**config.mk**
```make
export PLATFORM = sky130hd
export DESIGN_NAME = desc_fetch
export DESIGN_NICKNAME = d
export VERILOG_FILES = /design/src/rtl/desc_fetch_pkg.sv /design/src/rtl/desc_reader.sv /design/src/rtl/desc_decode.sv /design/src/rtl/desc_fetch.sv
export SDC_FILE = /design/constraint.sdc
export NUM_CORES = 1
export LEC_CHECK = 0
export BUFFER_PORTS_ARGS = -buffer_cell sky130_fd_sc_hd__buf_2
export CAP_MARGIN = 0
export CORE_MARGIN = 1.5
export CORE_UTILIZATION = 50
export DETAILED_ROUTE_END_ITERATION = 12
export PLACE_DENSITY = 0.86
export SLEW_MARGIN = 20
export SYNTH_ARGS = -nofsm -noshare
export SYNTH_HDL_FRONTEND = slang
export SYNTH_SLANG_ARGS = --single-unit
```
**constraint.sdc**
```tcl
create_clock -name clk_i -period 2.4 [get_ports clk_i]
set_input_delay 0 -clock clk_i [delete_from_list [all_inputs] [get_ports clk_i]]
set_output_delay 0 -clock clk_i [all_outputs]
set_load 0.01 [all_outputs]
```
**src/rtl/desc_fetch_pkg.sv**
```systemverilog
package desc_fetch_pkg;
  localparam int WORD_W     = 32;
  localparam int DESC_BEATS = 4;
  localparam int DESC_BYTES = DESC_BEATS * WORD_W / 8;
  localparam int CHAIN_BIT  = 4;
  localparam int LAST_BIT   = 2;
  localparam int SIZE_W     = 13;
  localparam int ALIGN_W    = 2;

  typedef logic [DESC_BEATS-1:0][WORD_W-1:0] desc_raw_t;

  typedef struct packed {
    logic              chain;
    logic              last;
    logic [SIZE_W-1:0] size1;
    logic [SIZE_W-1:0] size2;
    logic [WORD_W-1:0] addr1;
    logic [WORD_W-1:0] addr2;
  } desc_t;

  typedef enum logic [2:0] {
    ST_IDLE,
    ST_FETCH,
    ST_BUF1,
    ST_BUF2,
    ST_ADV
  } fsm_t;
endpackage

```
**src/rtl/desc_reader.sv**
```systemverilog
module desc_reader
  import desc_fetch_pkg::*;
(
  input  logic              clk_i,
  input  logic              rst_ni,
  input  logic              go_i,
  input  logic [WORD_W-1:0] addr_i,
  output logic              rd_req_o,
  output logic [WORD_W-1:0] rd_addr_o,
  input  logic              rd_gnt_i,
  input  logic              rd_valid_i,
  input  logic [WORD_W-1:0] rd_data_i,
  output desc_raw_t         words_o,
  output logic              done_o
);
  localparam int BW = $clog2(DESC_BEATS);

  logic          req_q, recv_q;
  logic [BW-1:0] beat_q;
  logic [WORD_W-1:0] addr_q;
  logic          unused_low;

  assign unused_low = ^addr_i[ALIGN_W-1:0];

  always_ff @(posedge clk_i or negedge rst_ni) begin
    if (!rst_ni) begin
      req_q  <= 1'b0;
      recv_q <= 1'b0;
      beat_q <= '0;
      addr_q <= '0;
      done_o <= 1'b0;
    end else begin
      done_o <= 1'b0;
      if (go_i) begin
        req_q  <= 1'b1;
        addr_q <= {addr_i[WORD_W-1:ALIGN_W], {ALIGN_W{1'b0}}};
      end else if (req_q && rd_gnt_i) begin
        req_q  <= 1'b0;
        recv_q <= 1'b1;
        beat_q <= '0;
      end else if (recv_q && rd_valid_i) begin
        beat_q <= beat_q + 1'b1;
        if (beat_q == BW'(DESC_BEATS - 1)) begin
          recv_q <= 1'b0;
          done_o <= 1'b1;
        end
      end
    end
  end

  for (genvar k = 0; k < DESC_BEATS; k++) begin : g_word
    logic [WORD_W-1:0] w_q;
    always_ff @(posedge clk_i or negedge rst_ni) begin
      if (!rst_ni) w_q <= '0;
      else if (recv_q && rd_valid_i && beat_q == BW'(k)) w_q <= rd_data_i;
    end
    assign words_o[k] = w_q;
  end

  assign rd_req_o  = req_q;
  assign rd_addr_o = addr_q;
endmodule

```
**src/rtl/desc_decode.sv**
```systemverilog
module desc_decode
  import desc_fetch_pkg::*;
(
  input  desc_raw_t raw_i,
  output desc_t     desc_o
);
  logic unused_raw;
  assign unused_raw = ^raw_i;

  always_comb begin
    desc_o.chain = raw_i[0][CHAIN_BIT];
    desc_o.last  = raw_i[0][LAST_BIT];
    desc_o.size1 = raw_i[1][SIZE_W-1:0];
    desc_o.size2 = raw_i[1][2*SIZE_W-1:SIZE_W];
    desc_o.addr1 = {raw_i[2][WORD_W-1:ALIGN_W], {ALIGN_W{1'b0}}};
    desc_o.addr2 = {raw_i[3][WORD_W-1:ALIGN_W], {ALIGN_W{1'b0}}};
  end
endmodule

```
**src/rtl/desc_fetch.sv**
```systemverilog
module desc_fetch
  import desc_fetch_pkg::*;
(
  input  logic              clk_i,
  input  logic              rst_ni,
  input  logic              start_i,
  input  logic [WORD_W-1:0] base_addr_i,
  output logic              rd_req_o,
  output logic [WORD_W-1:0] rd_addr_o,
  input  logic              rd_gnt_i,
  input  logic              rd_valid_i,
  input  logic [WORD_W-1:0] rd_data_i,
  output logic              buf_valid_o,
  output logic [WORD_W-1:0] buf_addr_o,
  output logic [SIZE_W-1:0] buf_size_o,
  input  logic              buf_ack_i,
  output logic              idle_o,
  output logic              done_o
);
  fsm_t              state_q;
  logic [WORD_W-1:0] cur_q, next_addr, go_addr;
  logic              done_q, go, rd_done;
  desc_raw_t         raw;
  desc_t             desc;
  logic              b1_live, b2_live;

  desc_reader u_reader (
    .clk_i,
    .rst_ni,
    .go_i      (go),
    .addr_i    (go_addr),
    .rd_req_o,
    .rd_addr_o,
    .rd_gnt_i,
    .rd_valid_i,
    .rd_data_i,
    .words_o   (raw),
    .done_o    (rd_done)
  );

  desc_decode u_decode (
    .raw_i  (raw),
    .desc_o (desc)
  );

  assign next_addr = desc.chain ? desc.addr2 : cur_q + WORD_W'(DESC_BYTES);
  assign go        = (state_q == ST_IDLE && start_i) || (state_q == ST_ADV && !desc.last);
  assign go_addr   = (state_q == ST_IDLE) ? base_addr_i : next_addr;
  assign b1_live   = desc.size1 != '0;
  assign b2_live   = desc.size2 != '0;

  always_ff @(posedge clk_i or negedge rst_ni) begin
    if (!rst_ni) begin
      state_q <= ST_IDLE;
      cur_q   <= '0;
      done_q  <= 1'b0;
    end else begin
      if (go) cur_q <= {go_addr[WORD_W-1:ALIGN_W], {ALIGN_W{1'b0}}};
      unique case (state_q)
        ST_IDLE: if (start_i) begin
          state_q <= ST_FETCH;
          done_q  <= 1'b0;
        end
        ST_FETCH: if (rd_done) state_q <= ST_BUF1;
        ST_BUF1: if (!b1_live || buf_ack_i) state_q <= desc.chain ? ST_ADV : ST_BUF2;
        ST_BUF2: if (!b2_live || buf_ack_i) state_q <= ST_ADV;
        ST_ADV: begin
          if (desc.last) begin
            state_q <= ST_IDLE;
            done_q  <= 1'b1;
          end else begin
            state_q <= ST_FETCH;
          end
        end
        default: state_q <= ST_IDLE;
      endcase
    end
  end

  // second slot only reached in dual-buffer mode
  assign buf_valid_o = (state_q == ST_BUF1 && b1_live) || (state_q == ST_BUF2 && b2_live);
  assign buf_addr_o  = (state_q == ST_BUF2) ? desc.addr2 : desc.addr1;
  assign buf_size_o  = (state_q == ST_BUF2) ? desc.size2 : desc.size1;
  assign idle_o      = state_q == ST_IDLE;
  assign done_o      = done_q;
endmodule

```
# Word level (Yosys, flattened, before mapping)
# Index checks and enable logic that the tools add are counted.
dict set report totals {
  register_bits 134
  latchBits 0
  ram_bits 0
  mem_bits_ro 0
  in_bits 70
  output_inout_bits 81
  word_cells 80
  memories 0
}
dict set report classes {
  addsub 2
  n_mul 0
  n_div 0
  order_cmp 0
  n_eq_ne 12
  n_shift 0
  mux 25
  bitwise_logic 1
  reduce_logical 29
}
# cell count
set op_table {}
lappend op_table {{$mux W32} 3}
lappend op_table {{$add A32 B5 Y32 const B} 1}
lappend op_table {{$reduce_bool A13 Y1} 2}
lappend op_table {{$mux W3} 5}
lappend op_table {{$pmux W3 S5} 1}
lappend op_table {{$mux W13} 1}
lappend op_table {{$mux W1} 12}
lappend op_table {{$logic_and A1 B1 Y1} 10}
lappend op_table {{$reduce_bool A2 Y1} 4}
lappend op_table {{$eq A3 B2 Y1 const B} 2}
lappend op_table {{$ne A2 B2 Y1 const B} 3}
lappend op_table {{$reduce_and A3 Y1} 2}
lappend op_table {{$eq A2 B2 Y1 const B} 2}
lappend op_table {{$logic_or A1 B1 Y1} 4}
lappend op_table {{$mux W2} 2}
lappend op_table {{$ne A2 B1 Y1 const B} 2}
lappend op_table {{$reduce_and A4 Y1} 1}
lappend op_table {{$eq A3 B1 Y1 const B} 1}
lappend op_table {{$eq A3 B3 Y1 const B} 1}
lappend op_table {{$logic_not A1 Y1} 3}
lappend op_table {{$logic_not A3 Y1} 1}
lappend op_table {{$add A2 B1 Y2 const B} 1}
lappend op_table {{$eq A2 B1 Y1 const B} 1}
lappend op_table {{$logic_not A2 Y1} 1}
lappend op_table {{3 further kinds} 3}

# Logic depth before layout (Yosys ltp)
dict set report logic_depth {
  word_depth 5
  depth_mapped 8
  mapped_depth_nobuf 6
}

# Modules after synthesis
# Synthesis repeated with hierarchy kept, for this count alone.
dict set report unflattened {
  hier_cells 918
  hier_area_um2 10364.9
}
# module n_inst cells_each area_per_inst_um2
set modules_own_cells {}
lappend modules_own_cells {desc_reader 1 365 6120.9}
lappend modules_own_cells {desc_fetch 1 460 3549.7}
lappend modules_own_cells {desc_decode 1 93 694.4}

# Worst setup path after synthesis
# No wires, ideal clock.
dict set report synth_timing {
  kind {register -> register}
  start {register state_q[2]}
  end {register u_reader.addr_q[19], in the netlist u_reader.rd_addr_o[19]}
  setup_ns 0.135
  arrival_ns 1.549
  t_required_ns 2.265
  slack_ns 0.716
  path_stages_with_launch 8
  n_path_buf 3
  synth_period_minus_slack_ns 1.684
  cell_sequence {dfrtp_1 -> buf_2 -> nand2b_1 -> a211o_1 -> buf_2 -> clkbuf_1 -> o21ai_0 -> o21ai_0}
}
dict set report synth_between {
  elab_chain_cells 3
  elab_cells_between_ends 6
  classes_between {eq/ne (1); mux (1); reduce/logical (4)}
}
# element line
set synth_lines {}
lappend synth_lines {{start, declared} desc_fetch.sv:20} ;# fsm_t state_q;
lappend synth_lines {{start signal, assigned} desc_fetch.sv:65} ;# ST_BUF1: if (!b1_live || buf_ack_i) state_q <= desc.chain ? ST_ADV : ST_BUF2;
lappend synth_lines {{$eq A3 B3 Y1 or $logic_not A3 Y1 (tied branches)} {desc_fetch.sv:47, desc_fetch.sv:48}}
lappend synth_lines {{$logic_and A1 B1 Y1} desc_fetch.sv:47} ;# assign go = (state_q == ST_IDLE && start_i) || (state_q == ST_ADV && !desc.last);
lappend synth_lines {{$logic_or A1 B1 Y1} desc_fetch.sv:47}
lappend synth_lines {{end signal, assigned} desc_reader.sv:36} ;# addr_q <= {addr_i[WORD_W-1:ALIGN_W], {ALIGN_W{1'b0}}};
lappend synth_lines {{end, declared} desc_reader.sv:20} ;# logic [WORD_W-1:0] addr_q;
# Parallel ways exist; a longest one is shown, timed or not.
# A chain may end at the register's enable or synchronous reset.

# Worst setup path in the final report
dict set report layout_timing {
  start {register state_q[1]}
  end {register u_reader.addr_q[23], in the netlist u_reader.rd_addr_o[23]}
}
# Same word-level chain as after synthesis.

==> results.toml <==
[timing]
skew_ns = 0.00792
finalHoldViolations = 0
max_clock_freq_ghz = 0.439
finalSetupTns_ns = 0
setup_viol = 0
rsz0062_at_grt = "false"
fin_crit_ns = 2.28
period_share_pct = 94.8
maxSlewHeadroom_pct = 56.6
tightest_slew_ns = 0.651
drv_slew = 0

[synth]
synthTopCellsByCount = "mux2_2, dfrtp_1, nand2_1"
yosys.area.top_type_share_pct = 48.3
syn_inst = 588
syn_area_per_cell_um2 = 11.2
ys_warn_count = 0
synth-async-reset-ratio_pct = 100
yosysSeqAreaShare_pct = 48.3
netlist_area_mm2 = 0.00658
ys.flop_type = "dfrtp_1"
synthTopCellsByArea = "dfrtp_1, mux2_2, o21ai_0"
synth_edf_count = 0
yosysUniqueCellTypes = 56
synth_top_cell_by_area = "dfrtp_1"
ys_ff_latch = 127
yosysMostFrequentCell = "mux2_2"

[detailed_routing]
drt_first_pass_iters = 6
vias = 5728
routed_via_density = 5.83
drt-initial-drc-count = 592
wl_mm = 19.8
drc = 0
ant_nets = 0
wl_per_cell_um = 20.1

[critical_path]
path_cells = "nor4b_4 > and2_2 > a32oi_1 > dlygate4sd3_1 > o211ai_1"
worstSetupStartpointType = "flip-flop"
end_kind = "flip-flop"
slowest_stage = "dlygate4sd3_1"
cp_max_fo = 10
r2r_setup_slack_ns = 0.12
worstPathArrival_ns = 2.60
reg2reg_to = "u_reader.rd_addr_o[23]"
critPathLaunch = "state_q[1]"
worstPathRequired_ns = 2.73
reg2regPathDepth = 5
crit_type = "reg2reg"
worstReg2RegStart = "state_q[1]"
slowest_delay_ns = 0.59

[place]
place.gp.congestion = 0.899
place_hpwl_mm = 13.3
placedCellCount = 888
portBuffers = 144
dpl_cell_area_mm2 = 0.00749

[layout]
drive_gt1_share_pct = 41.6
layout.nets = 874
final_cell_area_mm2 = 0.00870
stdcell_count = 983
area_delta_synth_final_pct = 32.1
diodes = 0

[min_path]
hp-start = "base_addr_i[25]"
min_delay_path_depth = 5
whs_endpoint = "u_reader.rd_addr_o[25]"
hp-class = "in2reg"

[floorplan]
coreArea_mm2 = 0.0127
die_y_um = 118
chipWidth_um = 118
ios = 151
rows = 41
fp.dieArea_mm2 = 0.0139
initial_core_util_pct = 51.7

[run_status]
status = "complete, no violations"

[power_and_ir_drop]
total_leakage_power_nw = 3.97
total_power_mw = 11.6
cellPowerDensity_mw_per_mm2 = 1330
vdd_drop_max_mv = 0.844

[run]
maxCapViolations = 0

[clock_network]
cts_max_level = 4
cts_root_buf = "clkbuf_16"
clockBufferDepth = 2
clk_latency_ns = 0.42
cts_tree = "built"
clk_pin_slew_ns = 0.06
numCtsBuffers = 17
clock_sink_count = 127

[global_routing]
grt_pass1_wl_mm = 31.4
grt_use_total_pct = 29.2
antenna_found_initial = 0
grt_overflow = 0
grt_max_degree = 54
grt_pass1_vias = 5900
-- layout make-up --
cell class | instances | area, um^2
fillers | 938 | 4030
multi-input cells | 418 | 3200
flip-flops and latches | 127 | 3180
repair buffers | 226 | 1500
clock buffers | 19 | 443
well taps | 172 | 215
clock inverters | 12 | 120
inverters | 9 | 33.8
-- critical path: cells and delay by family (launching register included) --
kind	cells	cell delay, ns
AND/OR/NAND/NOR	2	0.90
buffers and inverters	1	0.59
flip-flops	1	0.51
AO/OA/AOI/OAI	2	0.18
-- state kept, by name (all words and copies together), names as in the netlist --
signal               cells
done_o                   1
state_q                  3
u_reader.beat_q          2
u_reader.done_o          1
u_reader.g_word.w_q     88
u_reader.rd_addr_o      30
u_reader.rd_req_o        1
u_reader.recv_q          1
-- metal layers --
layer | share of wire [%] | global-route usage (%) | wire (um)
met5 | 0 | 0 | 0
met4 | 2.1 | 10.2 | 411
met2 | 49 | 47.1 | 9610
met1 | 41 | 38.4 | 8100
met3 | 8.4 | 7.46 | 1670
-- through the flow --
| stage | setup WS [ns] | util, % | hold WS [ns] |
|---|---|---|---|
| 2_1_floorplan | 0.716 | - | -0.296 |
| 3_3_place_gp | 0.405 | 58.9 | 0.0511 |
| 3_5_place_dp | 0.349 | 58.9 | 0.0601 |
| 4_1_cts | 0.0692 | 68.3 | 0.00847 |
| 5_1_grt | 0.00761 | 68.4 | 0.0650 |
| 6_report | 0.124 | 68.4 | 0.0366 |
-- cell families (layout without fill, tap and decap cells) --
group	Yosys count	count (layout)	synth area share, %
flops	127	127	48.3
simple gates	149	149	12.2
mux	136	136	23.2
buf+inv	46	266	3.33
xor+xnor	16	16	2.13
fa+ha+maj	5	5	0.950
other cells	1	4	0.0570
compound gates	108	108	9.92
-- how the worst max path moves through the flow --
stage / endpoint / slack, ns / cells after the start
2_1_floorplan: u_reader.rd_addr_o[19] / 0.72 / 7
3_3_place_gp: u_reader.rd_addr_o[3] / 0.40 / 7
3_5_place_dp: u_reader.rd_addr_o[3] / 0.35 / 7
4_1_cts: buf_addr_o[26] / 0.07 / 5
5_1_grt: u_reader.rd_addr_o[23] / 0.008 / 5
6_report: u_reader.rd_addr_o[23] / 0.12 / 5
-- where the power goes --
| part | switching (mW) | internal, mW | leakage [nW] |
|---|---|---|---|
| clock network | 0.953 | 1.53 | 0.270 |
| logic | 2.44 | 2.36 | 2.16 |
| registers | 1.11 | 3.18 | 1.54 |
| total | 4.49 | 7.07 | 3.97 |
-- repair_timing --
action,CTS,global route
hold endpoints to repair,173,0
gates resized for setup,0,2
hold buffers,64,0
buffers inserted,0,0
endpoints found under the setup margin,0,42
-- layout by cell type, fill, tap and decap left out, drive strengths merged, types with 12 or more instances in the layout --
cell | Yosys | final
buf | 27 | 162
nor2 | 28 | 28
dfrtp | 127 | 127
nand3 | 24 | 24
xor2 | 12 | 12
o21ai | 40 | 40
dlygate4sd3 | 0 | 64
and3 | 13 | 13
a21oi | 27 | 27
clkbuf | 10 | 19
mux2 | 131 | 131
nand2 | 41 | 41
(Power assumes the default switching activity.)
